## config.mk

```make
export PLATFORM = sky130hd
export DESIGN_NAME = vec_irq_ctrl
export DESIGN_NICKNAME = d
export VERILOG_FILES = /design/src/rtl/vec_irq_pkg.sv /design/src/rtl/vec_irq_ctrl_fsm.sv /design/src/rtl/vec_irq_datapath.sv /design/src/rtl/vec_irq_ctrl.sv
export SDC_FILE = /design/constraint.sdc
export NUM_CORES = 2
export LEC_CHECK = 0
export BUFFER_PORTS_ARGS = -buffer_cell sky130_fd_sc_hd__buf_2
export CAP_MARGIN = 10
export CORE_ASPECT_RATIO = 1.25
export CORE_MARGIN = 2
export CORE_UTILIZATION = 55
export DETAILED_ROUTE_END_ITERATION = 10
export PLACE_DENSITY = 0.71
export SKIP_CTS_REPAIR_TIMING = 1
export SYNTH_ARGS = -nofsm -noshare
export SYNTH_HDL_FRONTEND = slang
export SYNTH_HIERARCHICAL = 1
export SYNTH_SLANG_ARGS = --single-unit
```

## constraint.sdc

```tcl
create_clock -name clk -period 5.65 [get_ports clk]
set_input_delay 0.8475 -clock clk [delete_from_list [all_inputs] [get_ports clk]]
set_output_delay 0.8475 -clock clk [all_outputs]
set_load 0.01 [all_outputs]
```

## src/rtl/vec_irq_pkg.sv

```systemverilog
package vec_irq_pkg;

  typedef enum logic [2:0] {
    RD_NONE,
    RD_MASK,
    RD_VEC,
    RD_STAT,
    RD_TBL
  } rdSel_e;

  // strobes from control to datapath
  typedef struct packed {
    logic   setMask;
    logic   clrMask;
    logic   tblWr;
    logic   latch;
    logic   clrStat;
    logic   rdEn;
    rdSel_e rdSel;
  } ctrlStrobe_t;

endpackage

```

## src/rtl/vec_irq_ctrl_fsm.sv

```systemverilog
module vec_irq_ctrl_fsm
  import vec_irq_pkg::*;
#(
  parameter int ADDR_W = 6
) (
  input  logic              clk,
  input  logic              rstN,
  input  logic              busRd,
  input  logic              busWr,
  input  logic [ADDR_W-1:0] busAddr,
  input  logic              pendAny,
  input  logic              pendIsFast,
  output ctrlStrobe_t       ctrlS,
  output logic              irqOut,
  output logic              fiqOut
);

  localparam logic [ADDR_W-1:0] A_SET  = ADDR_W'(0);
  localparam logic [ADDR_W-1:0] A_CLR  = ADDR_W'(1);
  localparam logic [ADDR_W-1:0] A_VEC  = ADDR_W'(2);
  localparam logic [ADDR_W-1:0] A_STAT = ADDR_W'(3);
  localparam logic [ADDR_W-1:0] A_EOI  = ADDR_W'(4);

  logic busy;
  logic tblHit;
  logic eoiWr;
  logic vecRd;

  assign tblHit = busAddr[ADDR_W-1];
  assign eoiWr  = busWr && (busAddr == A_EOI);
  assign vecRd  = busRd && (busAddr == A_VEC);

  always_comb begin
    ctrlS         = '0;
    ctrlS.rdSel   = RD_NONE;
    ctrlS.setMask = busWr && (busAddr == A_SET);
    ctrlS.clrMask = busWr && (busAddr == A_CLR);
    ctrlS.tblWr   = busWr && tblHit;
    ctrlS.clrStat = busRd && (busAddr == A_STAT);
    ctrlS.latch   = !busy && !irqOut && !fiqOut && pendAny;
    ctrlS.rdEn    = busRd;
    if (tblHit)                                   ctrlS.rdSel = RD_TBL;
    else if (busAddr == A_SET || busAddr == A_CLR) ctrlS.rdSel = RD_MASK;
    else if (busAddr == A_VEC)                    ctrlS.rdSel = RD_VEC;
    else if (busAddr == A_STAT)                   ctrlS.rdSel = RD_STAT;
  end

  always_ff @(posedge clk or negedge rstN) begin
    if (!rstN) begin
      busy   <= 1'b0;
      irqOut <= 1'b0;
      fiqOut <= 1'b0;
    end else begin
      if (ctrlS.latch) begin
        busy   <= 1'b1;
        irqOut <= !pendIsFast;
        fiqOut <= pendIsFast;
      end else begin
        if (eoiWr) busy <= 1'b0;
        if (vecRd) begin
          irqOut <= 1'b0;
          fiqOut <= 1'b0;
        end
      end
    end
  end

  AST_LINE_EXCL: assert property (@(posedge clk) disable iff (!rstN)
    !(irqOut && fiqOut));

  AST_VEC_RD_DROP: assert property (@(posedge clk) disable iff (!rstN)
    (vecRd && busy) |=> (!irqOut && !fiqOut));

  AST_HOLD_OPEN: assert property (@(posedge clk) disable iff (!rstN)
    (busy && !eoiWr) |=> busy);

endmodule

```

## src/rtl/vec_irq_datapath.sv

```systemverilog
module vec_irq_datapath
  import vec_irq_pkg::*;
#(
  parameter int NUM_SRC = 32,
  parameter int DATA_W  = 32,
  parameter int FIQ_SRC = 0,
  parameter int ADDR_W  = 6
) (
  input  logic               clk,
  input  logic               rstN,
  input  ctrlStrobe_t        ctrlS,
  input  logic [NUM_SRC-1:0] srcReq,
  input  logic [ADDR_W-1:0]  busAddr,
  input  logic [DATA_W-1:0]  busWdata,
  output logic [DATA_W-1:0]  busRdata,
  output logic               pendAny,
  output logic               pendIsFast
);

  localparam int IDX_W = $clog2(NUM_SRC);

  logic [NUM_SRC-1:0] enMask;
  logic [NUM_SRC-1:0] pendVec;
  logic [DATA_W-1:0]  vecTable [NUM_SRC];
  logic [IDX_W-1:0]   statReg;
  logic [DATA_W-1:0]  vecReg;
  logic [IDX_W-1:0]   pendIdx;
  logic [IDX_W-1:0]   tblIdx;
  logic [DATA_W-1:0]  wMask;

  assign pendVec    = srcReq & enMask;
  assign pendAny    = |pendVec;
  assign pendIsFast = (pendIdx == IDX_W'(FIQ_SRC));
  assign tblIdx     = busAddr[IDX_W-1:0];
  assign wMask      = busWdata;

  // lowest index wins: scan downward so the last hit is the smallest
  always_comb begin
    pendIdx = '0;
    for (int i = NUM_SRC - 1; i >= 0; i--) begin
      if (pendVec[i]) pendIdx = IDX_W'(i);
    end
  end

  always_ff @(posedge clk or negedge rstN) begin
    if (!rstN) begin
      enMask <= '0;
    end else if (ctrlS.setMask) begin
      enMask <= enMask | wMask[NUM_SRC-1:0];
    end else if (ctrlS.clrMask) begin
      enMask <= enMask & ~wMask[NUM_SRC-1:0];
    end
  end

  for (genvar g = 0; g < NUM_SRC; g++) begin : gTbl
    always_ff @(posedge clk or negedge rstN) begin
      if (!rstN) begin
        vecTable[g] <= '0;
      end else if (ctrlS.tblWr && tblIdx == IDX_W'(g)) begin
        vecTable[g] <= busWdata;
      end
    end
  end

  always_ff @(posedge clk or negedge rstN) begin
    if (!rstN) begin
      statReg <= '0;
      vecReg  <= '0;
    end else if (ctrlS.latch) begin
      statReg <= pendIdx;
      vecReg  <= vecTable[pendIdx];
    end else if (ctrlS.clrStat) begin
      statReg <= '0;
    end
  end

  always_ff @(posedge clk or negedge rstN) begin
    if (!rstN) begin
      busRdata <= '0;
    end else if (ctrlS.rdEn) begin
      case (ctrlS.rdSel)
        RD_MASK: busRdata <= DATA_W'(enMask);
        RD_VEC:  busRdata <= vecReg;
        RD_STAT: busRdata <= DATA_W'(statReg);
        RD_TBL:  busRdata <= vecTable[tblIdx];
        default: busRdata <= '0;
      endcase
    end
  end

  AST_MASK_OR: assert property (@(posedge clk) disable iff (!rstN)
    ctrlS.setMask |=> ((enMask & $past(wMask[NUM_SRC-1:0])) == $past(wMask[NUM_SRC-1:0])));

  AST_MASK_CLR: assert property (@(posedge clk) disable iff (!rstN)
    ctrlS.clrMask |=> ((enMask & $past(wMask[NUM_SRC-1:0])) == '0));

  AST_LATCH_ENABLED: assert property (@(posedge clk) disable iff (!rstN)
    ctrlS.latch |-> ((srcReq & enMask) != '0));

  AST_STAT_ZERO: assert property (@(posedge clk) disable iff (!rstN)
    (ctrlS.clrStat && !ctrlS.latch) |=> (statReg == '0));

endmodule

```

## src/rtl/vec_irq_ctrl.sv

```systemverilog
module vec_irq_ctrl
  import vec_irq_pkg::*;
#(
  parameter int NUM_SRC = 32,
  parameter int DATA_W  = 32,
  parameter int FIQ_SRC = 0,
  parameter int ADDR_W  = $clog2(NUM_SRC) + 1
) (
  input  logic               clk,
  input  logic               rstN,
  input  logic [NUM_SRC-1:0] srcReq,
  input  logic               busRd,
  input  logic               busWr,
  input  logic [ADDR_W-1:0]  busAddr,
  input  logic [DATA_W-1:0]  busWdata,
  output logic [DATA_W-1:0]  busRdata,
  output logic [1:0]         cpuLine
);

  ctrlStrobe_t ctrlS;
  logic pendAny;
  logic pendIsFast;
  logic irqOut;
  logic fiqOut;

  vec_irq_ctrl_fsm #(.ADDR_W(ADDR_W)) u_ctrl (
    .clk(clk), .rstN(rstN), .busRd(busRd), .busWr(busWr),
    .busAddr(busAddr), .pendAny(pendAny), .pendIsFast(pendIsFast),
    .ctrlS(ctrlS), .irqOut(irqOut), .fiqOut(fiqOut)
  );

  vec_irq_datapath #(
    .NUM_SRC(NUM_SRC), .DATA_W(DATA_W), .FIQ_SRC(FIQ_SRC), .ADDR_W(ADDR_W)
  ) u_dp (
    .clk(clk), .rstN(rstN), .ctrlS(ctrlS), .srcReq(srcReq),
    .busAddr(busAddr), .busWdata(busWdata), .busRdata(busRdata),
    .pendAny(pendAny), .pendIsFast(pendIsFast)
  );

  assign cpuLine = {fiqOut, irqOut};

endmodule

```

[Yosys cells after proc, flatten, opt, wreduce, memory -nomap -nowiden]
Cells that the tools add are included.
Storage, ports and cells
  bits in registers: 1128
  latch bits: 0
  bits in writable memories: 0
  memory bits (read-only): 0
  output and inout port bits: 34
  word-level logic and storage cells: 192
  memories kept: 0
Cells by class
  $add $sub $neg: 0
  $mul: 0
  divide/modulo/power cells: 0
  magnitude comparators: 2
  eq/ne operators: 39
  shift operators: 0
  muxes and demuxes: 52
  bitwise operators: 6
  reductions and logical operators: 54
Operators with widths (number)
  32-bit binary-select mux with 5-bit select: 2
  32-bit 2-to-1 mux: 6
  5-bit 2-to-1 mux: 34
  32-bit one-hot mux with 4 select lines: 1
  5-bit == test (second input constant): 16
  32-bit AND: 2
  1-bit logical AND: 41
  5-bit by 4-bit == test with 1-bit output (second input constant): 8
  32-bit NOT: 1
  32-bit OR: 1
  32-bit OR reduction: 1
  5-bit by 3-bit == test with 1-bit output (second input constant): 4
  6-bit by 2-bit == test with 1-bit output (second input constant): 2
  6-bit greater-or-equal comparator (second input constant): 2
  5-bit NOT with 6-bit output: 2
  5-bit by 2-bit == test with 1-bit output (second input constant): 2
  5-bit logical NOT: 2
  3-bit 2-to-1 mux: 3
  2-bit nonzero test: 4
  3-bit by 2-bit == test with 1-bit output (second input constant): 2
  6-bit by 1-bit == test with 1-bit output (second input constant): 1
  6-bit by 3-bit == test with 1-bit output (second input constant): 1
  6-bit logical NOT: 1
  5-bit by 1-bit == test with 1-bit output (second input constant): 1
  other kinds (6): 13

[Logic depth before layout (Yosys ltp)]
  depth in word-level cells: 37
  gate-level depth with buffers: 14
  mapped depth without buffers: 11

[By module]
The synthesis kept the hierarchy.
By module, submodules not included
  vec_irq_datapath: times used 1, cells each 5149, area each 60444.2 µm², sequential area each 28152.0 µm²
  vec_irq_ctrl_fsm: times used 1, cells each 23, area each 232.7 µm², sequential area each 75.1 µm²
  vec_irq_ctrl: times used 1, cells each 2, area each 15.0 µm², sequential area each 0.0 µm²

[Least setup slack after synthesis]
OpenSTA, ideal clock, no wires.
  path kind: input to register
  start: input busAddr[1]
  end: register u_dp.busRdata[21]
  setup time: 0.141 ns
  arrival: 3.340 ns
  required time: 5.509 ns
  setup slack: 2.169 ns
  cell stages on the path: 11
  buffers on the path: 3
  cells stage by stage: clkbuf_1 clkbuf_1 buf_1 mux4_2 mux4_2 mux2i_1 nor2_1 a21oi_1 nor2_1 a21oi_1 o22ai_1
Between the ends
  longest elaborated chain between the ends: 7
RTL lines
  start: declaration: line vec_irq_ctrl.sv:14  | input logic [ADDR_W-1:0] busAddr,
  6-bit by 2-bit == test with 1-bit output: line vec_irq_ctrl_fsm.sv:45  | else if (busAddr == A_STAT) ctrlS.rdSel = RD_STAT;
  2-bit 2-to-1 mux: line vec_irq_ctrl_fsm.sv:45
  3-bit 2-to-1 mux: line vec_irq_ctrl_fsm.sv:44  | else if (busAddr == A_VEC) ctrlS.rdSel = RD_VEC;
  3-bit 2-to-1 mux: line vec_irq_ctrl_fsm.sv:43  | else if (busAddr == A_SET || busAddr == A_CLR) ctrlS.rdSel = RD_MASK;
  3-bit 2-to-1 mux: line vec_irq_ctrl_fsm.sv:42  | if (tblHit) ctrlS.rdSel = RD_TBL;
  3-bit == test (tied with other cells): line vec_irq_datapath.sv:81  | case (ctrlS.rdSel)
  32-bit one-hot mux with 4 select lines (*): line vec_irq_datapath.sv:81
  end signal: assignment: line vec_irq_datapath.sv:82  | RD_MASK: busRdata <= DATA_W'(enMask);
  end signal: assignment: line vec_irq_datapath.sv:83  | RD_VEC: busRdata <= vecReg;
  end signal: assignment: line vec_irq_datapath.sv:84  | RD_STAT: busRdata <= DATA_W'(statReg);
  end: declaration: line vec_irq_datapath.sv:15  | output logic [DATA_W-1:0] busRdata,
Mark *: on every way between the ends. The rest lies on a longest branch, timed or not. The select of a mux whose other input is x is not followed.
A chain may end at the register's enable or synchronous reset.

==> results.json <==
{
  "io_buffers": 107,
  "post-route-period-util": 0.784,
  "ys_seq_area_frac": 0.465,
  "ir_worst_vdd_mv": 0.397,
  "drtAntennaViolNets": 0,
  "hpwl_um": 123000,
  "std_cell_rows": 136,
  "wl_met2_um": 92700,
  "synth_xor_area_frac": 0,
  "grt.total_usage": 0.361,
  "syn_area_sq_um": 60700,
  "critPathCapture": "u_dp/vecReg[29]",
  "clock_latency_ns": 0.73,
  "path_class": "reg2reg",
  "period_minus_slack_ns": 4.43,
  "synth_ff_type": "dfrtp_1",
  "gp_congestion": 0.928,
  "ioPinCount": 108,
  "final_cells": 6605,
  "wl_per_cell_um": 30.9,
  "via_count": 46400,
  "fmax_mhz": 226,
  "rrSetupSlack_ns": 1.22,
  "grt_pass1_vias": 45600,
  "multi_input_area_sq_um": 30600,
  "min_path_type": "in2async",
  "drt_iter0_drc": 5927,
  "cts_made_buffers": 111,
  "timing.slew.headroom": 0.139,
  "yosys.area_share.simple": 0.107,
  "h-tree-depth": 3,
  "syn2layout_area_growth_pct": 10.6,
  "cp.required_ns": 6.29,
  "die_h_um": 375,
  "via_per_inst": 7.03,
  "seq_area_sq_um": 28200,
  "wl_met1_um": 74700,
  "synth_edf_count": 0,
  "path_max_fanout": 13,
  "hold_viol_final": 0,
  "r2r_end": "u_dp/vecReg[29]",
  "syn_area_per_cell_sq_um": 11.7,
  "grt_max_degree": 174,
  "die_x_um": 301,
  "worst_slew_pin_slew_ns": 1.29,
  "initial_core_util": 0.553,
  "top_layer": "met5",
  "dr.pass1.iters": 7,
  "tns_ns": 0,
  "num-fill-cells": 8516,
  "drive_gt1_frac": 0.367,
  "grt_pass1_wl_um": 302000,
  "cts.sinks": 1128,
  "outcome": "completed",
  "setup-violations-final": 0,
  "p_per_area_nw_per_um2": 377,
  "slew_violations": 0,
  "cts_tree": "yes",
  "routed_wl_um": 204000,
  "synthDistinctLibCells": 62,
  "synth_nets": 5248,
  "overflow": 0,
  "async_reset_ff_frac": 1.00,
  "rsz0062_at_grt": "false",
  "leakage_uw": 0.0299,
  "clk_pin_slew_ns": 0.06,
  "core-area_sq_um": 110000,
  "synth_top_family_by_area": "multiplexers",
  "start_kind": "register",
  "synth.area.mux_share": 0.330,
  "cap_violations": 0,
  "drcViolationCount": 0,
  "placed_cells": 6396,
  "antenna_found_initial": 4,
  "synthAdderAreaFrac": 0,
  "root_buffer": "clkbuf_16",
  "end_kind": "register",
  "synthesis.instances": 5174,
  "nets": 5134,
  "skew_ns": 0.0225,
  "die_area_sq_um": 113000,
  "yosysWarnings": 6,
  "synth-seq-cells": 1128,
  "wl_met3_um": 21800,
  "synth-compound-area-share": 0.0616,
  "ff2ff_path_depth": 10,
  "worstPathArrival_ns": 5.07,
  "cts_max_path_buffers": 3
}
## where the power goes
part	internal, uW	switching, uW
clock	4650	3320
sequential	9240	934
combinational	2840	4340
## worst max-delay path, cell delays in order, from the launching register on
cell and delay [ns]:
dfrtp_1 0.43, a22oi_1 0.62, or4b_1 0.49, o2111ai_1 0.32, a31oi_4 0.23, buf_4 0.28
nor3_4 1.03, buf_4 0.45, a32oi_1 0.18, and4_1 0.23, o21ai_0 0.07
## area by class of cell
| cell class | instances | share of cell area |
|---|---|---|
| multi-input cells | 3492 | 0.456 |
| flip-flops and latches | 1128 | 0.420 |
| clock buffers | 160 | 0.0492 |
| repair buffers | 277 | 0.0356 |
| well taps | 1449 | 0.0270 |
| clock inverters | 47 | 0.00889 |
| inverters | 50 | 0.00280 |
| diodes | 2 | 0.0000745 |
## cells in the mapped netlist, drive strengths merged (5+ instances only)
cell type  number  area [sq um]
dfrtp        1128         28200
mux2         1042         11700
nand2         860          3230
nand3         396          1990
clkbuf        347          1300
mux4          320          7210
buf           157           699
a21oi         125           626
mux2i         108          1080
nor2           85           319
a31oi          83           519
inv            50           188
a22o           44           385
o21ai          44           220
o22ai          34           213
a221oi         33           289
and2           33           210
and3           32           200
a32oi          27           236
a211o          22           193
nand4          20           125
o211ai         19           143
a22oi          15           113
a21boi         14           105
a311o          14           140
and4           12           105
nor3           12          70.1
o21bai         11          82.6
o221ai         11          96.3
a32o           10           100
a211oi          8          60.1
nor2b           7          43.8
nor4            7          58.8
nand2b          6          37.5
o32a            6          60.1
nor3b           5          37.5
## placed cells by master (no fill, tap or decap), types with 13 or more instances in the layout
| master | netlist | routed |
|---|---|---|
| a211o_1 | 22 | 22 |
| a21boi_0 | 13 | 13 |
| a21oi_1 | 125 | 125 |
| a221oi_1 | 33 | 33 |
| a22o_1 | 44 | 44 |
| a22oi_1 | 15 | 15 |
| a311o_1 | 14 | 14 |
| a31oi_1 | 83 | 82 |
| a32oi_1 | 27 | 27 |
| and2_1 | 30 | 30 |
| and3_1 | 32 | 31 |
| buf_12 | 0 | 43 |
| buf_2 | 61 | 101 |
| buf_4 | 7 | 129 |
| bufinv_16 | 0 | 13 |
| clkbuf_1 | 347 | 17 |
| clkbuf_16 | 0 | 113 |
| clkbuf_8 | 0 | 30 |
| clkinv_2 | 0 | 23 |
| dfrtp_1 | 1128 | 1128 |
| inv_1 | 50 | 49 |
| mux2_2 | 1042 | 1042 |
| mux2i_1 | 108 | 108 |
| mux4_2 | 320 | 320 |
| nand2_1 | 860 | 844 |
| nand2_2 | 0 | 14 |
| nand3_1 | 395 | 394 |
| nand4_1 | 20 | 20 |
| nor2_1 | 85 | 70 |
| nor2_4 | 0 | 15 |
| o211ai_1 | 19 | 19 |
| o21ai_0 | 37 | 36 |
| o22ai_1 | 34 | 34 |
## metrics by stage
step            util  total power [uW]  hold slack, ns  setup slack, ns  area, sq um
3_3_place_gp   0.576             17100           0.500            0.968        63200
5_1_grt        0.612             26200           0.231             1.21        67100
6_report       0.612             25300           0.164             1.22        67100
4_1_cts        0.612             25200           0.193             1.35        67100
2_1_floorplan      -             14700           0.489             2.17        60700
3_5_place_dp   0.576             17300           0.507            0.869        63200
## sequential cells by signal, indices dropped and copies added, names as in the netlist, named ones only
name,cells
u_dp/vecTable,1024
u_dp/busRdata,32
u_dp/vecReg,32
u_dp/statReg,5
u_ctrl/busy,1
u_ctrl/fiqOut,1
u_ctrl/irqOut,1
## logic make-up (layout without fill, tap and decap cells)
kind of cell    after synthesis  count (layout)
compound gates              537             537
buf+inv                     554             534
flops                      1128            1128
mux                        1470            1470
other cells                   0               2
simple gates               1485            1485
## worst min-delay path by stage
| stage | startpoint | end | slack, ns | cells past startpoint |
|---|---|---|---|---|
| after floorplan | u_dp/vecTable[602] | u_dp/vecTable[602] | 0.49 | 1 |
| after global placement | u_dp/vecTable[537] | u_dp/vecTable[537] | 0.50 | 1 |
| after detailed placement | u_dp/vecTable[540] | u_dp/vecTable[540] | 0.51 | 1 |
| after CTS | rstN | u_dp/vecTable[825] | 0.19 | 1 |
| after global routing | rstN | u_dp/vecTable[793] | 0.23 | 1 |
| final | rstN | u_dp/vecTable[793] | 0.16 | 1 |
## per-layer routing
layer,vias up,GRT usage
met1,24000,0.465
met3,752,0.0894
met4,4,0.231
met5,-,0
met2,2981,0.546
li1,18700,-
(Power assumes the default switching activity.)
